File: src/rtl/irr_pkg.sv
package irr_pkg;
    typedef enum logic {
        TGT_MEM  = 1'b0,
        TGT_XREG = 1'b1
    } target_e;
endpackage

File: src/rtl/irr_translate.sv
module irr_translate #(
    parameter int unsigned WIDTH    = 8,
    parameter logic [WIDTH-1:0] WIN_ADDR = 8'h0E,
    parameter logic [WIDTH-1:0] IDX_ADDR = 8'h0F
) (
    input  logic [WIDTH-1:0] cpu_addr,
    input  logic [WIDTH-1:0] x_q,
    output logic [WIDTH-1:0] eff_addr,
    output irr_pkg::target_e target
);
    // single-level redirection: the window substitutes X once, never again
    always_comb begin
        eff_addr = (cpu_addr == WIN_ADDR) ? x_q : cpu_addr;
        target   = (eff_addr == IDX_ADDR) ? irr_pkg::TGT_XREG : irr_pkg::TGT_MEM;
    end
endmodule

File: src/rtl/irr_index_reg.sv
module irr_index_reg #(
    parameter int unsigned WIDTH = 8
) (
    input  logic             clk,
    input  logic             rst_n,
    input  logic             we,
    input  logic [WIDTH-1:0] wdata,
    output logic [WIDTH-1:0] x_q
);
    typedef struct packed {
        logic [WIDTH-1:0] x;
    } state_t;

    state_t st_d, st_q;

    always_comb begin
        st_d = st_q;
        if (we) st_d.x = wdata;
    end

    always_ff @(posedge clk or negedge rst_n) begin
        if (!rst_n) st_q <= '0;
        else        st_q <= st_d;
    end

    assign x_q = st_q.x;


    x_hold_chk: assert property (@(posedge clk) disable iff (!rst_n)
        !we |=> (x_q == $past(x_q)));


    x_load_chk: assert property (@(posedge clk) disable iff (!rst_n)
        we |=> (x_q == $past(wdata)));
endmodule

File: src/rtl/irr_port_mux.sv
module irr_port_mux #(
    parameter int unsigned WIDTH = 8
) (
    input  logic             clk,
    input  logic             rst_n,
    input  irr_pkg::target_e target,
    input  logic [WIDTH-1:0] eff_addr,
    input  logic [WIDTH-1:0] x_q,
    input  logic [WIDTH-1:0] cpu_wdata,
    input  logic             cpu_rd,
    input  logic             cpu_wr,
    input  logic [WIDTH-1:0] mem_rdata,
    output logic [WIDTH-1:0] cpu_rdata,
    output logic [WIDTH-1:0] mem_addr,
    output logic [WIDTH-1:0] mem_wdata,
    output logic             mem_rd,
    output logic             mem_wr,
    output logic             x_we
);
    logic to_mem;

    always_comb begin
        to_mem    = (target == irr_pkg::TGT_MEM);
        mem_addr  = eff_addr;
        mem_wdata = cpu_wdata;
        mem_rd    = cpu_rd && to_mem;
        mem_wr    = cpu_wr && to_mem;
        x_we      = cpu_wr && !to_mem;
        cpu_rdata = to_mem ? mem_rdata : x_q;
    end

    // input assumption: one strobe at a time
    strobe_excl_chk: assert property (@(posedge clk) disable iff (!rst_n)
        !(cpu_rd && cpu_wr));


    mem_one_hot_chk: assert property (@(posedge clk) disable iff (!rst_n)
        $onehot0({mem_rd, mem_wr, x_we}));
endmodule

File: src/rtl/indirect_redirector.sv
module indirect_redirector #(
    parameter int unsigned WIDTH = 8,
    parameter logic [WIDTH-1:0] WIN_ADDR = 8'h0E,
    parameter logic [WIDTH-1:0] IDX_ADDR = 8'h0F
) (
    input  logic             clk,
    input  logic             rst_n,
    input  logic [WIDTH-1:0] cpu_addr,
    input  logic [WIDTH-1:0] cpu_wdata,
    input  logic             cpu_rd,
    input  logic             cpu_wr,
    output logic [WIDTH-1:0] cpu_rdata,
    output logic [WIDTH-1:0] mem_addr,
    output logic [WIDTH-1:0] mem_wdata,
    output logic             mem_rd,
    output logic             mem_wr,
    input  logic [WIDTH-1:0] mem_rdata
);
    logic [WIDTH-1:0] x_q;
    logic [WIDTH-1:0] eff_addr;
    irr_pkg::target_e target;
    logic             x_we;

    irr_translate #(.WIDTH(WIDTH), .WIN_ADDR(WIN_ADDR), .IDX_ADDR(IDX_ADDR)) u_xlat (
        .cpu_addr (cpu_addr),
        .x_q      (x_q),
        .eff_addr (eff_addr),
        .target   (target)
    );

    irr_index_reg #(.WIDTH(WIDTH)) u_xreg (
        .clk   (clk),
        .rst_n (rst_n),
        .we    (x_we),
        .wdata (cpu_wdata),
        .x_q   (x_q)
    );

    irr_port_mux #(.WIDTH(WIDTH)) u_mux (
        .clk       (clk),
        .rst_n     (rst_n),
        .target    (target),
        .eff_addr  (eff_addr),
        .x_q       (x_q),
        .cpu_wdata (cpu_wdata),
        .cpu_rd    (cpu_rd),
        .cpu_wr    (cpu_wr),
        .mem_rdata (mem_rdata),
        .cpu_rdata (cpu_rdata),
        .mem_addr  (mem_addr),
        .mem_wdata (mem_wdata),
        .mem_rd    (mem_rd),
        .mem_wr    (mem_wr),
        .x_we      (x_we)
    );


    pass_wr_chk: assert property (@(posedge clk) disable iff (!rst_n)
        (cpu_wr && cpu_addr != WIN_ADDR && cpu_addr != IDX_ADDR)
        |-> (mem_wr && mem_addr == cpu_addr && mem_wdata == cpu_wdata));


    xreg_rd_chk: assert property (@(posedge clk) disable iff (!rst_n)
        (cpu_rd && cpu_addr == IDX_ADDR) |-> (!mem_rd && cpu_rdata == x_q));


    win_redirect_chk: assert property (@(posedge clk) disable iff (!rst_n)
        ((cpu_rd || cpu_wr) && cpu_addr == WIN_ADDR && x_q != IDX_ADDR)
        |-> (mem_addr == x_q && (mem_rd || mem_wr)));


    win_self_chk: assert property (@(posedge clk) disable iff (!rst_n)
        (cpu_addr == WIN_ADDR && x_q == IDX_ADDR) |-> (!mem_rd && !mem_wr));


    idle_chk: assert property (@(posedge clk) disable iff (!rst_n)
        (!cpu_rd && !cpu_wr) |-> (!mem_rd && !mem_wr));
endmodule

File: config.mk
export PLATFORM = sky130hd
export DESIGN_NAME = indirect_redirector
export DESIGN_NICKNAME = d
export VERILOG_FILES = /design/src/rtl/irr_pkg.sv /design/src/rtl/irr_translate.sv /design/src/rtl/irr_index_reg.sv /design/src/rtl/irr_port_mux.sv /design/src/rtl/indirect_redirector.sv
export SDC_FILE = /design/constraint.sdc
export NUM_CORES = 1
export LEC_CHECK = 0
export BUFFER_PORTS_ARGS = -buffer_cell sky130_fd_sc_hd__buf_2
export CAP_MARGIN = 20
export CORE_MARGIN = 2
export CORE_UTILIZATION = 37
export DETAILED_ROUTE_END_ITERATION = 8
export PLACE_DENSITY = 0.78
export SYNTH_ARGS = -nofsm -noshare
export SYNTH_HDL_FRONTEND = slang
export SYNTH_SLANG_ARGS = --single-unit
File: constraint.sdc
create_clock -name clk -period 2.25 [get_ports clk]
set_input_delay 0.1125 -clock clk [delete_from_list [all_inputs] [get_ports clk]]
set_output_delay 0.1125 -clock clk [all_outputs]
set_load 0.005 [all_outputs]
Word-level counts from Yosys, hierarchy flattened
Cells that the tools add are included.

Register bits: 8. Bits in latches: 0. Memory bits (writable): 0. ROM bits: 0. Input port bits: 28. Output and inout bits: 26. Logic and storage cells: 10. Memories: 0.

Add/subtract/negate cells: 0. Multipliers: 0. Div/mod/pow operators: 0. $lt $le $gt $ge: 0. Eq/ne operators: 2. Shift operators: 0. Muxes and demuxes: 3. Bitwise gates (word level): 1. Reduce and logical (&&, ||, !) cells: 3.

Operator list (number): $eq A8 B4 Y1 const B (2); $mux W8 (2); $logic_and A1 B1 Y1 (3); $mux W1 (1); $not A1 Y1 (1).

Logic depth before layout (Yosys ltp)
Gate-level depths: netlist (run 1).

Word-level depth: 6. Mapped depth: 5. Gate-level depth less buffers: 4.

Cells and area by module
A second synthesis (run 1) with hierarchy kept.

Cells, all modules: 63. Area total of the unflattened synthesis: 752.0 um^2.

By module, submodules not included: irr_index_reg (times used 1, cells each 17, area each 331.6 um^2, sequential area each 200.2 um^2); irr_port_mux (times used 1, cells each 28, area each 272.8 um^2, sequential area each 0.0 um^2); irr_translate (times used 1, cells each 18, area each 147.6 um^2, sequential area each 0.0 um^2).

Least setup slack after synthesis (run 1)
OpenSTA, ideal clock, no wires.

Kind: register to register. Start: reg u_xreg.st_q, in the netlist u_xreg.x_q[4]. End: reg u_xreg.st_q, in the netlist u_xreg.x_q[0]. Library setup time: 125 ps. Data arrival time: 1574 ps. Data required time: 2125 ps. Setup slack: 551 ps. Cell stages (with the launch flop): 6. Path buffers: 1. Clock period less this slack: 1699 ps. Cells stage by stage: dfrtp_1 nor4_1 a21oi_1 or3b_1 buf_6 mux2_4.

Word-level cells in the longest chain between the ends: 4.

Ends and longest elaborated chain: from (decl) (line irr_index_reg.sv:14) `state_t st_d, st_q;`; from (signal assigned) (line irr_index_reg.sv:23) `else st_q <= st_d;`; $mux W8 (line irr_translate.sv:13) `eff_addr = (cpu_addr == WIN_ADDR) ? x_q : cpu_addr;`; $eq A8 B4 Y1 (line irr_translate.sv:14) `target = (eff_addr == IDX_ADDR) ? irr_pkg::TGT_XREG : irr_pkg::TGT_MEM;`; $mux W1 (line irr_translate.sv:14); $logic_and A1 B1 Y1 (line irr_port_mux.sv:28) `x_we = cpu_wr && !to_mem;`.

No other way between the ends. A chain may end at the register's enable or synchronous reset.

Worst setup path after layout (run 1)
Start: reg u_xreg.st_q, in the netlist u_xreg.x_q[4]. End: out cpu_rdata[1].

Word-level cells in the longest chain between the ends: 4.

Ends and longest elaborated chain: $mux W8 (line irr_translate.sv:13); $eq A8 B4 Y1 (line irr_translate.sv:14); $mux W1 (line irr_translate.sv:14); $mux W8 (line irr_port_mux.sv:29) `cpu_rdata = to_mem ? mem_rdata : x_q;`; to (decl) (line indirect_redirector.sv:12) `output logic [WIDTH-1:0] cpu_rdata,`.

No other way between the ends.

==> metrics, run 1 <==
Clock Skew=approximately 0.00074 ns; core footprint=1670 µm²; port bufs=53; r2r setup slk=slightly below 0.3 ns; Arr. time, crit path=approximately 1.9 ns; power density over the cells=402 nW/µm²; Max Used Layer=met4; Post-synth EDFFs=0; Critical Path Source Type=register; final worst path period need=a little under 2 ns; first drt pass iteration count=4; post-route ant nets=0; post-placement cell area=853 µm²; area leader, netlist=dfrtp_1; placed insts=approximately 110; Skew-Pair Late Insertion Delay=about 0.25 ns; commonest cells in the synthesized netlist=buf_4 (8), dfrtp_1 (8), mux2_2 (8), mux2_4 (8); RePlAce Congestion=0.777; CTS Buffer Depth=2; worst reg2reg path startpoint=u_xreg.x_q[4]$_DFFE_PN0P_; final setup TNS=0 ns; post-synth top area share=31.4%; RR Endpoint=u_xreg.x_q[1]$_DFFE_PN0P_; global-route wire length before repair=between 2000 and 3000 µm; final-report setup violation count=0; Setup crit start=u_xreg.x_q[4]$_DFFE_PN0P_; fillers=roughly 160; fin util=around 53%; net switching fraction of the power=between 20% and 30%; TritonCTS Sinks=8; Reg clk slew, reported paths=0.05 ns; Hold Fails Final Rpt=0; crit-path max cell delay=around 0.4 ns; Setup Fix Bufs, Post-CTS=0; setup ws final=0.284 ns; Diodes inserted=0; hold_sp=cpu_wdata[5]; prevailing post-synth register cell=dfrtp_1; RSZ-0062 raised after global routing=no; Wirelength per Cell=approximately 15 µm; drt first-iter violations=9; GRT Resource Usage Total=~18%; Cells after Synth=53; CTS buffer count=3; static leakage=slightly above 0.5 nW; H-tree levels=1; Netlist cell types=19; via/cell ratio=approximately 5.1; CP Capture Type=primary output; total grt overflow=0; Crit path max-delay family=simple AND/OR/NAND/NOR gates; dpl hpwl=between 1000 and 1500 µm; status=completed; CP Cell Sequence=nor4_1 > a21oi_1 > nor2_4 > mux2_2 > buf_2; Layout Nets=131; I/O pins=54; ys async rst share=100%; Int Pwr=0.268 mW; Area contributors post-synth=dfrtp_1 (31%), mux2_4 (19%), mux2_2 (14%), buf_4 (9.4%), o31a_1 (4.1%); vias=roughly 600; Psw=between 0.08 and 0.09 mW; TritonCTS clock tree=built; routed wl met3=approximately 150 µm; Critical Path Fanout Max=10; Clock Power Share=29.9%; mapped cell area=between 600 and 700 µm²; Logic pwr share=25.6%; Synth-to-Final Area Change=39.6%; Row Count=15; max frequency=about 510 MHz; Finished Cell Area=slightly below 900 µm²; Die H=approximately 46 µm; cell depth of the worst flop-to-flop path=4; largest net degree at the start of global routing=11; share of cells above drive strength 1=75.2%; Place WS=roughly 0.34 ns; Max Slew Vio Count=0; worst vdd ir=approximately 0.18 mV; Flop pwr share=44.4%; Hold WS=roughly 0.11 ns; Worst path depth=5; crit path kind=register to primary output; Die ar.=approximately 2100 µm²; Mapped Nets=81; headroom to the max-slew limit=about two thirds; number of global-route vias before repair=approximately 610; Critical Path RT=around 2.1 ns; Worst Setup EP=cpu_rdata[1]; Tcrit/Tclk final=a little under 90%; number of synthesized register bits=8; M1 WL=around 640 µm; max_cap viols=0; DR WL met2=~910 µm; max reg flops=8; Slowest-stage cell, CP=dfrtp_1; Overall Power=~0.36 mW; DRT Wirelength=1720 µm; Die W=between 40 and 50 µm; sequential area share after synthesis=between 30% and 40%; Non-Filler Instances=around 120; Post-Syn Area per Cell=~12 µm²; number of buffers and inverters on the critical path=1; yosys warns=0; DRC Markers=0; Initial Util=a little under two fifths; root buffer cell=clkbuf_4; worst slew pin tran=approximately 0.49 ns; initial antenna violation count=0; worst min path class=input pin to register
## cell families (layout without fill, tap and decap cells)
group           count (synthesis)  in the layout  synth area share, %
simple gates                   11             11                 13.1
flops                           8              8                 31.4
mux                            16             16                 32.9
compound gates                  9              9                 11.4
buf+inv                         9             57                 11.2
## area by class of cell
| cell class | instances | area, µm² | area share (%) |
|---|---|---|---|
| Sequential cell | 8 | 200 | 22.5 |
| Multi-Input combinational cell | 36 | 372 | 41.7 |
| Timing Repair Buffer | 54 | 275 | 30.9 |
| Clock buffer | 3 | 22.5 | 2.53 |
| Tap cell | 17 | 21.3 | 2.39 |
## metal layers
layer / track usage, % / vias to the layer above
li1: - / 286
met1: 21.1 / 284
met2: 29.6 / 32
met3: 2.78 / 2
met4: 10.6 / 0
met5: 0 / -
## worst min path at each step
stage	endpoint	depth (start not counted)	slack (ns)
floorplan	u_xreg.x_q[0]$_DFFE_PN0P_	0	-0.18
global placement	u_xreg.x_q[2]$_DFFE_PN0P_	1	-0.04
detailed placement	u_xreg.x_q[2]$_DFFE_PN0P_	1	-0.03
CTS	u_xreg.x_q[5]$_DFFE_PN0P_	2	0.10
global route	u_xreg.x_q[0]$_DFFE_PN0P_	2	0.1
finish	u_xreg.x_q[5]$_DFFE_PN0P_	2	0.11
## power by group through the flow
stage	Combinational [mW]	Clock, mW	Sequential [mW]
floorplan	0.0460	0	0.158
global placement	0.0888	0	0.160
detailed placement	0.0909	0	0.161
CTS	0.0927	0.112	0.159
global route	0.101	0.124	0.160
finish	0.0918	0.107	0.159
## layout by cell type (no fill, tap or decap)
master	Yosys	routed
nor2_1	2	2
clkbuf_4	0	3
and4bb_2	1	1
buf_2	0	53
nor4_1	1	1
a41o_1	1	1
nor2_4	0	1
and4_1	1	1
mux2_4	8	8
a21o_1	3	3
or3b_1	1	1
nor2b_1	2	2
a21o_2	1	1
nand2_1	1	1
a21oi_1	1	1
o31a_1	3	3
dlygate4sd3_1	0	1
mux2_2	8	8
dfrtp_1	8	8
nand3_4	1	1
## timing repair
item / 4_1_cts / 5_1_grt
hold endpoints to repair: 8 / 0
endpoints found under the setup margin: 0 / 5
gates resized for setup: 0 / 1
hold buffers: 1 / 0
Note: power is estimated with default switching activity, not from simulation.
==> run 2: changes to the inputs <==
--- a/config.mk
+++ b/config.mk
@@ -10,7 +10,7 @@
 export CORE_MARGIN = 2
 export CORE_UTILIZATION = 37
 export DETAILED_ROUTE_END_ITERATION = 8
-export PLACE_DENSITY = 0.78
+export PLACE_DENSITY = 0.86
 export SYNTH_ARGS = -nofsm -noshare
 export SYNTH_HDL_FRONTEND = slang
 export SYNTH_SLANG_ARGS = --single-unit
==> constraint.sdc (replaced) <==
create_clock -name clk -period 1.92 [get_ports clk]
set_input_delay 0.096 -clock clk [delete_from_list [all_inputs] [get_ports clk]]
set_output_delay 0.096 -clock clk [all_outputs]
set_load 0.005 [all_outputs]
==> metrics, run 2 (synthesis gave the netlist of run 1 again) <==
status=completed; Hold Fails Final Rpt=0 (unchanged); most common cell after layout, fill and taps aside=buf_2; Critical Path RT=2.06 ns (-0.08 ns); number of global-route vias before repair=644 (+5.2%); max reg flops=8 (unchanged); fillers=160 (+0.63%); Critical Path Source Type=register; vias=630 (+4.3%); H-tree levels=1 (unchanged); area occupied by multi-input gates=377 µm² (+1.3%); Synth-to-Final Area Change=46.3%; hold_sp=cpu_wdata[6]; RR Endpoint=u_xreg.x_q[3]$_DFFE_PN0P_; headroom to the max-slew limit=68.7% (+1.5 points); RSZ-0062 raised after global routing=yes; RePlAce Congestion=0.700 (-9.9%); DRT Wirelength=1710 µm (-0.29%); fin util=55.9% (+2.5 points); share of cells above drive strength 1=78.3% (+3.1 points); Skew-Pair Late Insertion Delay=0.26 ns (about the same); post-route ant nets=0 (unchanged); Slowest-stage cell, CP=or3b_1; cell depth of the worst flop-to-flop path=4 (unchanged); Tcrit/Tclk final=99.5%; CP Capture Type=register; worst slew pin tran=0.469 ns (-0.0230 ns); TritonCTS clock tree=built; Row Count=15 (unchanged); Diodes inserted=0 (unchanged); worst vdd ir=0.272 mV (+50%); final-report setup violation count=0 (unchanged); root buffer cell=clkbuf_4; commonest non-fill, non-tap cells in the layout=buf_2 (53), mux2_2 (8), mux2_4 (8), dfrtp_1 (8), buf_4 (5); drt first-iter violations=3 (-6); core footprint=1670 µm² (unchanged); max frequency=around 520 MHz; r2r setup slk=0.01 ns (-0.28 ns); Reg area=200 µm² (unchanged); initial antenna violation count=0 (unchanged); Layout Nets=136 (+3.8%); crit-path max cell delay=0.60 ns (+0.19 ns); Initial Util=38.2% (unchanged); Max Slew Vio Count=0 (unchanged); TritonCTS Sinks=8 (unchanged); Reg clk slew, reported paths=0.06 ns (about the same); first drt pass iteration count=2 (-2); max_cap viols=0 (unchanged); CTS buffer count=3 (unchanged); DRC Markers=0 (unchanged); Hold Crit Depth=2 (unchanged); global-route wire length before repair=2640 µm (+3.2%); Place WS=-0.00889 ns (-0.350 ns); GRT Resource Usage Total=18.2% (+0.54 points); post-placement cell area=868 µm² (+1.8%); Clock Skew=0.00477 ns (+0.00403 ns); Die H=45.5 µm (unchanged); Critical Path Fanout Max=8 (-2); largest net degree at the start of global routing=9 (-2); Wirelength per Cell=13.9 µm (-4.3%); setup ws final=0.0103 ns (-0.274 ns); Finished Cell Area=933 µm² (+4.8%); dpl hpwl=1400 µm (-0.50%); worst min path class=input pin to register; Die ar.=2070 µm² (unchanged); Die W=45.5 µm (unchanged); CTS Buffer Depth=2 (unchanged); port bufs=53 (unchanged); via/cell ratio=5.12 (about the same); I/O pins=54 (unchanged); final worst path period need=between 1.5 and 2 ns; power density over the cells=467 nW/µm² (+16%); Worst Hold End=u_xreg.x_q[6]$_DFFE_PN0P_; crit path kind=register to register; static leakage=0.535 nW (+5.6%); total grt overflow=0 (unchanged); Arr. time, crit path=2.05 ns (+0.20 ns); worst reg2reg path startpoint=u_xreg.x_q[5]$_DFFE_PN0P_; CP Cell Sequence=nor4_2 > a21oi_2 > or3b_1 > mux2_4
==> run 2: critical path: cells and delay by family (launching register included) <==
kind	cells	cell delay, ns
multiplexers	1	0.37
AO/OA/AOI/OAI	1	0.10
flip-flops	1	0.41
AND/OR/NAND/NOR	2	0.91
==> run 2: layout make-up <==
type / count / share of cell area (%)
tap: 17 / 2.28
clock buffer: 3 / 2.41
sequential: 8 / 21.4
timing repair buffer: 59 / 33.5
multi-input combinational: 36 / 40.3
==> run 2: stage by stage <==
stage                     std cells  setup TNS, ns  hold slack, ns  total power [mW]
after floorplan                  53              0          -0.200             0.239
after global placement          116              0         -0.0592             0.291
after detailed placement        116        -0.0295         -0.0431             0.296
after CTS                       120              0          0.0736             0.435
after global routing            123         -0.506          0.0830             0.454
final                           123              0          0.0809             0.436
==> run 2: worst max path at each step <==
stage                                    startpoint                   endpoint
final                     u_xreg.x_q[5]$_DFFE_PN0P_  u_xreg.x_q[3]$_DFFE_PN0P_
after CTS                 u_xreg.x_q[4]$_DFFE_PN0P_  u_xreg.x_q[4]$_DFFE_PN0P_
after floorplan           u_xreg.x_q[4]$_DFFE_PN0P_  u_xreg.x_q[0]$_DFFE_PN0P_
after detailed placement  u_xreg.x_q[4]$_DFFE_PN0P_  u_xreg.x_q[7]$_DFFE_PN0P_
after global routing      u_xreg.x_q[5]$_DFFE_PN0P_               cpu_rdata[7]
after global placement    u_xreg.x_q[4]$_DFFE_PN0P_  u_xreg.x_q[2]$_DFFE_PN0P_
==> run 2: repair_timing <==
item	4_1_cts	5_1_grt
gates cloned	0	0
pin swaps	2	2
endpoints found under the hold margin	8	0
buffers inserted	0	3
resized for setup	1	1
hold buffers	1	0
setup endpoints to repair	8	16
==> run 2: power by group <==
part	internal [mW]	total, mW	switching (mW)	leakage [nW]
logic	0.0711	0.114	0.0428	0.411
clock network	0.0720	0.135	0.0633	0.0138
registers	0.177	0.186	0.00978	0.110
==> run 2: layer usage <==
layer | vias up | track usage [%] | wire, µm
met5 | - | 0 | 0
met4 | 0 | 10.6 | 19
met3 | 2 | 2.38 | 100
met2 | 30 | 36.3 | 963
met1 | 301 | 17.1 | 626
li1 | 297 | - | -
==> run 3: changes to the inputs <==
--- a/config.mk
+++ b/config.mk
@@ -8,9 +8,9 @@
 export BUFFER_PORTS_ARGS = -buffer_cell sky130_fd_sc_hd__buf_2
 export CAP_MARGIN = 20
 export CORE_MARGIN = 2
-export CORE_UTILIZATION = 37
+export CORE_UTILIZATION = 33
 export DETAILED_ROUTE_END_ITERATION = 8
-export PLACE_DENSITY = 0.86
+export PLACE_DENSITY = 0.81
 export SYNTH_ARGS = -nofsm -noshare
 export SYNTH_HDL_FRONTEND = slang
 export SYNTH_SLANG_ARGS = --single-unit
==> constraint.sdc (replaced) <==
create_clock -name clk -period 1.6 [get_ports clk]
set_input_delay 0.08 -clock clk [delete_from_list [all_inputs] [get_ports clk]]
set_output_delay 0.08 -clock clk [all_outputs]
set_load 0.005 [all_outputs]
==> metrics, run 3 (synthesis gave the netlist of run 1 again) <==
Reg clk slew, reported paths=0.05 ns (about the same); final-report setup violation count=18 (+18); Clock Skew=0.00321 ns (-0.00156 ns); first drt pass iteration count=4 (+2); TritonCTS clock tree=built; DRC Markers=0 (unchanged); RSZ-0062 raised after global routing=yes; crit path kind=register to primary output; status=complete, but fails checks; worst vdd ir=0.374 mV (+37%); max_cap viols=0 (unchanged); number of global-route vias before repair=631 (-2.0%); setup ws final=-0.325 ns (-0.335 ns); CTS Buffer Depth=2 (unchanged); RePlAce Congestion=0.804 (+15%); Wirelength per Cell=14.1 µm (+1.4%); RR Endpoint=u_xreg.x_q[5]$_DFFE_PN0P_; commonest non-fill, non-tap cells in the layout=buf_2 (45), mux2_4 (16), buf_6 (12), buf_4 (12), dfrtp_1 (8); initial antenna violation count=0 (unchanged); r2r setup slk=-0.25 ns (-0.26 ns); root buffer cell=clkbuf_4; I/O pins=54 (unchanged); CP Capture Type=primary output; Synth-to-Final Area Change=75.9%; cell depth of the worst flop-to-flop path=6 (+2); max reg flops=8 (unchanged); hold_sp=cpu_wdata[1]; post-route ant nets=0 (unchanged); CTS buffer count=3 (unchanged); Die ar.=2300 µm² (+11%); DRT Wirelength=2000 µm (+17%); worst min path class=input pin to register; power density over the cells=485 nW/µm² (+3.9%); Setup crit start=u_xreg.x_q[7]$_DFFE_PN0P_; share of cells above drive strength 1=79.5% (+1.2 points); headroom to the max-slew limit=77.2% (+8.5 points); Row Count=15 (unchanged); Hold Fails Final Rpt=0 (unchanged); static leakage=0.641 nW (+20%); drt first-iter violations=2 (-1); most common cell after layout, fill and taps aside=buf_2; Arr. time, crit path=1.85 ns (-0.20 ns); Initial Util=36.2% (-2.0 points); Critical Path Source Type=register; max frequency=roughly 520 MHz; final worst path period need=a little under 2 ns; Worst Hold End=u_xreg.x_q[1]$_DFFE_PN0P_; largest net degree at the start of global routing=9 (unchanged); fin util=63.6% (+7.7 points); worst reg2reg path startpoint=u_xreg.x_q[7]$_DFFE_PN0P_; Skew-Pair Late Insertion Delay=0.24 ns (-0.02 ns); Finished Cell Area=1120 µm² (+20%); dpl hpwl=1600 µm (+14%); global-route wire length before repair=2930 µm (+11%); Tcrit/Tclk final=120%; Die W=48.0 µm (+5.4%); Die H=48.0 µm (+5.4%); failing checks=setup timing; port bufs=53 (unchanged); Hold Crit Depth=2 (unchanged); vias=661 (+4.9%); worst slew pin tran=0.341 ns (-0.128 ns); core footprint=1760 µm² (+5.6%); total grt overflow=0 (unchanged); H-tree levels=1 (unchanged); Diodes inserted=0 (unchanged); Layout Nets=147 (+8.1%); via/cell ratio=4.65 (-9.1%); Critical Path RT=1.52 ns (-0.54 ns); post-placement cell area=968 µm² (+12%); GRT Resource Usage Total=19.5% (+1.2 points); TritonCTS Sinks=8 (unchanged); Critical Path Fanout Max=4 (-4); Max Slew Vio Count=0 (unchanged)
run 3: cell types whose count changed in the layout (fill, tap and decap cells not counted):
cell / previous run / this run
nor2_2: 1 / 0
buf_2: 53 / 45
buf_4: 5 / 12
nor2_4: 0 / 1
buf_6: 0 / 12
mux2_2: 8 / 0
a21oi_1: 0 / 1
a21oi_2: 1 / 0
mux2_4: 8 / 16
run 3: power by group:
group	internal (mW)	total [mW]	leakage, nW	switching, mW
Sequential	0.212	0.218	0.110	0.00571
Combinational	0.114	0.182	0.517	0.0674
Clock	0.0852	0.144	0.0138	0.0590
Total	0.412	0.544	0.641	0.132
run 3: worst max-delay path by stage:
stage	end	slack, ns
final	cpu_rdata[4]	-0.33
after CTS	cpu_rdata[0]	-0.32
after global routing	cpu_rdata[1]	-0.41
after detailed placement	u_xreg.x_q[3]$_DFFE_PN0P_	-0.14
after global placement	u_xreg.x_q[3]$_DFFE_PN0P_	-0.09
after floorplan	u_xreg.x_q[0]$_DFFE_PN0P_	-0.08
run 3: per-stage QoR:
stage / std cells / setup slack (ns) / setup TNS (ns) / power, mW / hold WS, ns
after global routing: 142 / -0.407 / -6.28 / 0.573 / 0.0736
after CTS: 140 / -0.324 / -3.79 / 0.546 / 0.0735
after global placement: 136 / -0.0917 / -0.975 / 0.367 / -0.0789
after floorplan: 53 / -0.0763 / -0.611 / 0.287 / -0.216
after detailed placement: 136 / -0.144 / -1.85 / 0.372 / -0.0732
final: 142 / -0.325 / -5.04 / 0.544 / 0.0790
run 3: final cells by class:
type,count,area [µm²]
sequential,8,200
tap,25,31.3
multi-input combinational,36,408
timing repair buffer,70,460
clock buffer,3,22.5
fill,155,642
run 3: worst max-delay path, stage by stage, from the launching register on:
cell and delay [ns]:
dfrtp_1 0.39, nor4_2 0.26, a21oi_1 0.12, buf_4 0.15
nor2_4 0.10, buf_6 0.14, mux2_4 0.31, buf_6 0.12
run 3: timing repair:
| item | 4_1_cts | 5_1_grt |
|---|---|---|
| hold endpoints to repair | 8 | 0 |
| endpoints found under the setup margin | 18 | 18 |
| setup buffers | 0 | 2 |
| pin swaps | 4 | 4 |
| hold buffers | 1 | 0 |
| resized for setup | 21 | 1 |
run 3: layer usage:
| layer | wire length, µm | global-route usage (%) |
|---|---|---|
| met1 | 804 | 24.2 |
| met2 | 1050 | 33.9 |
| met3 | 113 | 2.26 |
| met4 | 33 | 8.11 |
| met5 | 0 | 0 |
